**config.mk**
```make
export PLATFORM = sky130hd
export DESIGN_NAME = pulse_binner
export DESIGN_NICKNAME = d
export VERILOG_FILES = /design/src/rtl/pbin_pkg.sv /design/src/rtl/pbin_sync_edge.sv /design/src/rtl/pbin_bin_timer.sv /design/src/rtl/pbin_counter.sv /design/src/rtl/pbin_fifo.sv /design/src/rtl/pulse_binner.sv
export SDC_FILE = /design/constraint.sdc
export NUM_CORES = 1
export LEC_CHECK = 0
export BUFFER_PORTS_ARGS = -buffer_cell sky130_fd_sc_hd__clkbuf_2
export CELL_PAD_IN_SITES_DETAIL_PLACEMENT = 0
export CELL_PAD_IN_SITES_GLOBAL_PLACEMENT = 1
export CORE_MARGIN = 2
export CORE_UTILIZATION = 40
export DETAILED_ROUTE_END_ITERATION = 12
export GPL_TIMING_DRIVEN = 0
export MAX_ROUTING_LAYER = met4
export PLACE_DENSITY_LB_ADDON = 0.05
export SLEW_MARGIN = 20
export SYNTH_ARGS = -nofsm -noshare
export SYNTH_HDL_FRONTEND = slang
export SYNTH_HIERARCHICAL = 1
export SYNTH_SLANG_ARGS = --single-unit
```
**constraint.sdc**
```tcl
create_clock -name clk -period 4.7 [get_ports clk]
set_input_delay 0.705 -clock clk [delete_from_list [all_inputs] [get_ports clk]]
set_output_delay 0.705 -clock clk [all_outputs]
set_load 0.03 [all_outputs]
```
**src/rtl/pbin_pkg.sv**
```systemverilog
// Shared helpers for the time-binned pulse counter.
// Assumes: callers pass positive sizes.
package pbin_pkg;

    // Bits needed to hold any value from 0 to n, never fewer than one.
    function automatic int unsigned pbin_bits(input int unsigned n);
        int unsigned b;
        b = 1;
        while ((1 << b) <= n) b++;
        return b;
    endfunction

    // Bits needed to index n entries, never fewer than one.
    function automatic int unsigned pbin_idx_bits(input int unsigned n);
        return (n <= 2) ? 1 : pbin_bits(n - 1);
    endfunction

endpackage

```
**src/rtl/pbin_sync_edge.sv**
```systemverilog
// Brings an asynchronous level into the clk domain through STAGES
// flip-flops. It then flags each low-to-high transition as a one-cycle
// pulse, using a registered copy of the synchronized level.
// Assumes: the input holds each level for at least two clk periods.
module pbin_sync_edge #(
    parameter int unsigned STAGES = 2
) (
    input  logic clk,
    input  logic rst_n,
    input  logic async_in,
    output logic rise
);
    localparam int unsigned MSB = STAGES - 1;

    logic [STAGES-1:0] chain_q;
    logic              level_d_q;

    generate
        if (STAGES == 1) begin : g_single
            // Single capture stage (only for already-clean inputs).
            always_ff @(posedge clk) begin
                if (!rst_n) chain_q <= '0;
                else        chain_q <= async_in;
            end
        end else begin : g_chain
            // Shift the raw level through the synchronizer chain.
            always_ff @(posedge clk) begin
                if (!rst_n) chain_q <= '0;
                else        chain_q <= {chain_q[STAGES-2:0], async_in};
            end
        end
    endgenerate

    // Keep last cycle's synchronized level for edge detection.
    always_ff @(posedge clk) begin
        if (!rst_n) level_d_q <= 1'b0;
        else        level_d_q <= chain_q[MSB];
    end

    // One-cycle flag when the synchronized level goes high.
    always_comb rise = chain_q[MSB] & ~level_d_q;

endmodule

```
**src/rtl/pbin_bin_timer.sv**
```systemverilog
// Divides clk into bins of BIN_CYCLES clocks. It raises `strobe` on the
// last cycle of each bin, then restarts from zero.
// Assumes: BIN_CYCLES >= 2.
module pbin_bin_timer
    import pbin_pkg::*;
#(
    parameter int unsigned BIN_CYCLES = 50
) (
    input  logic clk,
    input  logic rst_n,
    output logic strobe
);
    localparam int unsigned TW = pbin_idx_bits(BIN_CYCLES);
    localparam logic [TW-1:0] LAST = TW'(BIN_CYCLES - 1);

    logic [TW-1:0] tick_q;

    // Terminal-count decode of the bin timer.
    always_comb strobe = (tick_q == LAST);

    // Count clocks within the bin, wrapping at the terminal count.
    always_ff @(posedge clk) begin
        if (!rst_n)      tick_q <= '0;
        else if (strobe) tick_q <= '0;
        else             tick_q <= tick_q + 1'b1;
    end

endmodule

```
**src/rtl/pbin_counter.sv**
```systemverilog
// Free-running modulo-2^W edge counter. It also exposes the value the
// counter will hold after this edge, so that a same-cycle edge is visible.
// Assumes: inc is a single-cycle flag.
module pbin_counter #(
    parameter int unsigned W = 8
) (
    input  logic         clk,
    input  logic         rst_n,
    input  logic         inc,
    output logic [W-1:0] cnt_q,
    output logic [W-1:0] cnt_nx
);
    // Next count, including this cycle's edge.
    always_comb cnt_nx = cnt_q + {{(W-1){1'b0}}, inc};

    // Register the running count.
    always_ff @(posedge clk) begin
        if (!rst_n) cnt_q <= '0;
        else        cnt_q <= cnt_nx;
    end

endmodule

```
**src/rtl/pbin_fifo.sv**
```systemverilog
// Synchronous FIFO with a valid/ready read side. A push while full is
// refused, and the stored entries are left untouched. The head word is
// shown combinationally from storage.
// Assumes: DEPTH >= 2.
module pbin_fifo
    import pbin_pkg::*;
#(
    parameter int unsigned W     = 8,
    parameter int unsigned DEPTH = 16
) (
    input  logic                              clk,
    input  logic                              rst_n,
    input  logic                              push,
    input  logic [W-1:0]                      push_data,
    output logic                              full,
    output logic [pbin_bits(DEPTH)-1:0]       level,
    output logic                              out_valid,
    input  logic                              out_ready,
    output logic [W-1:0]                      out_data
);
    localparam int unsigned AW = pbin_idx_bits(DEPTH);
    localparam int unsigned LW = pbin_bits(DEPTH);
    localparam logic [AW-1:0] PTR_LAST = AW'(DEPTH - 1);
    localparam logic [LW-1:0] LVL_FULL = LW'(DEPTH);

    logic [W-1:0]  store_q [DEPTH];
    logic [AW-1:0] wr_ptr_q;
    logic [AW-1:0] rd_ptr_q;
    logic [LW-1:0] level_q;
    logic          do_push;
    logic          do_pop;

    // Status and handshake decode.
    always_comb begin
        full      = (level_q == LVL_FULL);
        out_valid = (level_q != '0);
        do_push   = push & ~full;
        do_pop    = out_valid & out_ready;
        level     = level_q;
        out_data  = store_q[rd_ptr_q];
    end

    // Write accepted words into storage.
    always_ff @(posedge clk) begin
        if (do_push) store_q[wr_ptr_q] <= push_data;
    end

    // Advance the write pointer with an explicit wrap.
    always_ff @(posedge clk) begin
        if (!rst_n)       wr_ptr_q <= '0;
        else if (do_push) wr_ptr_q <= (wr_ptr_q == PTR_LAST) ? '0 : wr_ptr_q + 1'b1;
    end

    // Advance the read pointer with an explicit wrap.
    always_ff @(posedge clk) begin
        if (!rst_n)      rd_ptr_q <= '0;
        else if (do_pop) rd_ptr_q <= (rd_ptr_q == PTR_LAST) ? '0 : rd_ptr_q + 1'b1;
    end

    // Track the number of stored entries.
    always_ff @(posedge clk) begin
        if (!rst_n) level_q <= '0;
        else if (do_push && !do_pop) level_q <= level_q + 1'b1;
        else if (!do_push && do_pop) level_q <= level_q - 1'b1;
    end

endmodule

```
**src/rtl/pulse_binner.sv**
```systemverilog
// Top level of the time-binned pulse counter. It synchronizes the raw pulse
// line, counts its rising edges, and latches the count at the end of every
// bin. The latched value is queued into a FIFO for a downstream writer.
// Assumes: pulse_in high/low times of at least two clk periods, and
// BIN_CYCLES >= 2.
module pulse_binner
    import pbin_pkg::*;
#(
    parameter int unsigned CNT_W       = 8,
    parameter int unsigned BIN_CYCLES  = 50,
    parameter int unsigned FIFO_DEPTH  = 16,
    parameter int unsigned SYNC_STAGES = 2
) (
    input  logic             clk,
    input  logic             rst_n,
    input  logic             pulse_in,
    output logic             snap_valid,
    input  logic             snap_ready,
    output logic [CNT_W-1:0] snap_data,
    output logic             overflow
);
    localparam int unsigned LVL_W = pbin_bits(FIFO_DEPTH);

    logic             rise;
    logic             strobe;
    logic [CNT_W-1:0] cnt_q;
    logic [CNT_W-1:0] cnt_nx;
    logic             hold_vld;
    logic [CNT_W-1:0] hold_data;
    logic             fifo_full;
    logic [LVL_W-1:0] fifo_level;
    logic             ovf_q;

    pbin_sync_edge #(.STAGES(SYNC_STAGES)) u_sync (
        .clk      (clk),
        .rst_n    (rst_n),
        .async_in (pulse_in),
        .rise     (rise)
    );

    pbin_bin_timer #(.BIN_CYCLES(BIN_CYCLES)) u_timer (
        .clk    (clk),
        .rst_n  (rst_n),
        .strobe (strobe)
    );

    pbin_counter #(.W(CNT_W)) u_cnt (
        .clk    (clk),
        .rst_n  (rst_n),
        .inc    (rise),
        .cnt_q  (cnt_q),
        .cnt_nx (cnt_nx)
    );

    // Latch the count, including a same-cycle edge, at the end of each bin.
    always_ff @(posedge clk) begin
        if (!rst_n) begin
            hold_vld  <= 1'b0;
            hold_data <= '0;
        end else begin
            hold_vld <= strobe;
            if (strobe) hold_data <= cnt_nx;
        end
    end

    pbin_fifo #(.W(CNT_W), .DEPTH(FIFO_DEPTH)) u_fifo (
        .clk       (clk),
        .rst_n     (rst_n),
        .push      (hold_vld),
        .push_data (hold_data),
        .full      (fifo_full),
        .level     (fifo_level),
        .out_valid (snap_valid),
        .out_ready (snap_ready),
        .out_data  (snap_data)
    );

    // Set the sticky flag when a held sample meets a full FIFO.
    always_ff @(posedge clk) begin
        if (!rst_n)                     ovf_q <= 1'b0;
        else if (hold_vld && fifo_full) ovf_q <= 1'b1;
    end

    always_comb overflow = ovf_q;

endmodule

```
==> results by group <==
Place
  • Post-DP HPWL: 8890 µm
  • Dpl ws: 1.85 ns
  • Routability Congestion: around 0.72
  • Port Buffers: 13
  • Post-DP Area: 7250 µm²

Yosys
  • Syn nets: 437
  • Area leader, netlist: edfxtp_1
  • Area contributors post-synth: edfxtp_1, dfxtp_1, mux4_2
  • Seq/Total Area, Yosys: 0.686
  • Share of the synthesized area in the top cell type: 0.558
  • Gate Count Post-Synth: 418
  • Synth Warn #: 6
  • Mapped Avg Cell Area: 16.5 µm²
  • Share of synthesized registers carrying an async set or reset: 0
  • Ys flop type: edfxtp_1
  • Synth unique cells: 46
  • #FFs+latches synth: 172
  • Post-Syn Area: 6890 µm²
  • EDFF count, synth: 128

Cells and area
  • Most frequent cells in the layout: edfxtp_1, dfxtp_1, mux4_2
  • Layout cells sized above 1: 0.212
  • Synth-to-Final Area Change: 13.2%
  • Design area: between 7000 and 8000 µm²
  • Commonest non-fill, non-tap cell in the layout: edfxtp_1
  • # diodes: 0
  • Nets@finish: around 470
  • Final Util: 0.467

Drt
  • Drt first pass iters: 4
  • Drt first-iter violations: 247
  • Post-route ant nets: 0
  • Vias: 3514
  • Post-Route WL: 13400 µm
  • Detailed-route wire length per cell: slightly below 20 µm
  • Residual DRC count: 0
  • DR vias/cell: 5.15

Floorplan
  • Die Height: roughly 140 µm
  • Die X: 135 µm
  • Num rows: 47
  • Core outline area: 16700 µm²
  • Top Ports: 14
  • Starting Density: 0.413
  • Die ar.: around 18000 µm²

Clocking
  • Clk root buf: clkbuf_16
  • Clock-pin slew on the worst setup and hold paths: around 0.060 ns
  • Hold-fix buffers, CTS: 0
  • Post-CTS setup buffers: 0
  • CTS Buf Count: 17
  • Sink Count: around 170
  • Post-CTS sizing: 0
  • Clock Latency Late Sink: 0.42 ns
  • Bufs on Longest Clock Path: 2
  • H-tree Lvls: 4
  • CTS tree: built

STA
  • Fin crit share: 0.687
  • Final worst slack: about 1.5 ns
  • Clk_skew: 0.00988 ns
  • Fin. Hold Viols: 0
  • Max-slew headroom: 0.410
  • TNS Setup: 0 ns
  • RSZ-0062 raised after global routing: no
  • Slew @ Worst Pin: 0.881 ns
  • Count of final setup violators: 0
  • Max Clock Freq: 310 MHz
  • Max-slew violations: 0
  • Final Critical Period: 3.23 ns

Setup path
  • R2R Setup Slk: 2.06 ns
  • Critical Path Sink Type: primary output
  • Worst Reg-to-Reg Cells: 9
  • Worst r2r dst: u_fifo/level[4]
  • Setup Crit Path Kind: reg2out
  • Crit path required time: 3.99 ns
  • Arrival time worst endpoint: 2.52 ns
  • CP endpoint: snap_data[6]
  • Worst setup SP type: flop
  • Max FO, Critical Path: 10
  • Reg-to-Reg Start: u_fifo/level[0]

Pwr
  • Leak pwr: 2.57 nW
  • Worst VDD drop: 229 µV
  • Cell Pwr Density: 377 nW/µm²

GRT
  • First-pass GRT wire length: 21200 µm
  • Antenna violations before repair: 0
  • GRT Resource Usage Total: 0.166
  • Vias in the first global route: approximately 3600
  • Pin count of the biggest net entering global routing: 34
  • Gr ovfl total: 0

Outcome
  • Status: finished, final reports clean

Worst hold path
  • HP Class: reg2reg

Run
  • Max-cap violations: 0
## final cells by class
type,instances,area (µm²)
Clock inverter,13,118
Tap cell,220,275
Clock buffer,18,429
Sequential cell,172,4720
Fill cell,1476,8900
Buffer,15,70.1
Inverter,9,33.8
Multi-Input combinational cell,222,2080
Timing Repair Buffer,13,65.1
## synthesized netlist by cell type (2+ instances only)
cell and number:
and2_1 15, or3_1 2, nand2_1 29, nand2b_1 5, ha_1 14, nor4_1 2, a31oi_1 2, nor3_1 5
a21oi_1 5, nor2b_1 14, buf_2 4, xor2_1 3, nor2_1 19, clkbuf_1 7, buf_1 2, edfxtp_1 128
a21o_1 2, inv_1 9, mux2i_1 14, mux4_2 32, o21ai_0 5, dfxtp_1 44, a22oi_1 16, xnor2_1 10
nand3_1 9
## state kept, by name (all words and copies together), names as in the netlist, named ones only
signal            cells
overflow              1
u_sync/level_d_q      1
u_cnt/cnt_q           8
u_timer/tick_q        6
hold_vld              1
u_fifo/wr_ptr_q       4
u_fifo/rd_ptr_q       4
u_sync/chain_q        2
u_fifo/store_q      128
u_fifo/level          5
hold_data             8
## how the worst min path moves through the flow
stage                            startpoint                end  slack (ns)  depth (start not counted)
after floorplan           u_sync/chain_q[0]  u_sync/chain_q[1]        0.41                          1
after global placement    u_sync/chain_q[0]  u_sync/chain_q[1]        0.43                          1
after detailed placement  u_sync/chain_q[0]  u_sync/chain_q[1]        0.42                          1
after CTS                 u_sync/chain_q[0]  u_sync/chain_q[1]        0.44                          1
after global routing      u_sync/chain_q[0]  u_sync/chain_q[1]        0.45                          1
final                     u_sync/chain_q[0]  u_sync/chain_q[1]        0.43                          1
## cells by family (layout without fill, tap and decap cells)
| kind of cell | count (synthesis) | count (layout) | synth area share |
|---|---|---|---|
| XOR/XNOR | 13 | 13 | 0.0165 |
| multiplexers | 46 | 46 | 0.125 |
| adder cells (fa/ha/maj) | 15 | 15 | 0.0283 |
| flip-flops | 172 | 172 | 0.686 |
| AO/OA/AOI/OAI | 41 | 41 | 0.0490 |
| buffers and inverters | 24 | 68 | 0.0151 |
| AND/OR/NAND/NOR | 107 | 107 | 0.0804 |
## worst max-delay path, cell delays in order (launching register included)
cell and delay (ns):
dfxtp_1 0.49, clkbuf_1 0.57, mux4_2 0.42, a22oi_1 0.30, nand2_1 0.13, clkbuf_2 0.20
## routing by layer
metal / wire length (µm) / vias up / global-route usage
met5: 0 / - / -
met4: 157 / 0 / 0.0503
met3: 395 / 13 / 0.0415
met2: 6640 / 51 / 0.256
met1: 6250 / 1785 / 0.221
li1: - / 1665 / -
## through the flow
stage,power [mW],hold slack (ns),cells
finish,2.94,0.434,682
global route,3.05,0.447,682
CTS,2.98,0.437,682
detailed placement,1.67,0.422,651
global placement,1.67,0.426,651
floorplan,1.66,0.406,418
## report_power, final
group          switching (mW)  internal (mW)
clock network           0.575          0.730
logic                  0.0102        0.00797
registers             0.00368           1.61
total                   0.589           2.35
No activity file was read; power rests on OpenSTA's default activity.
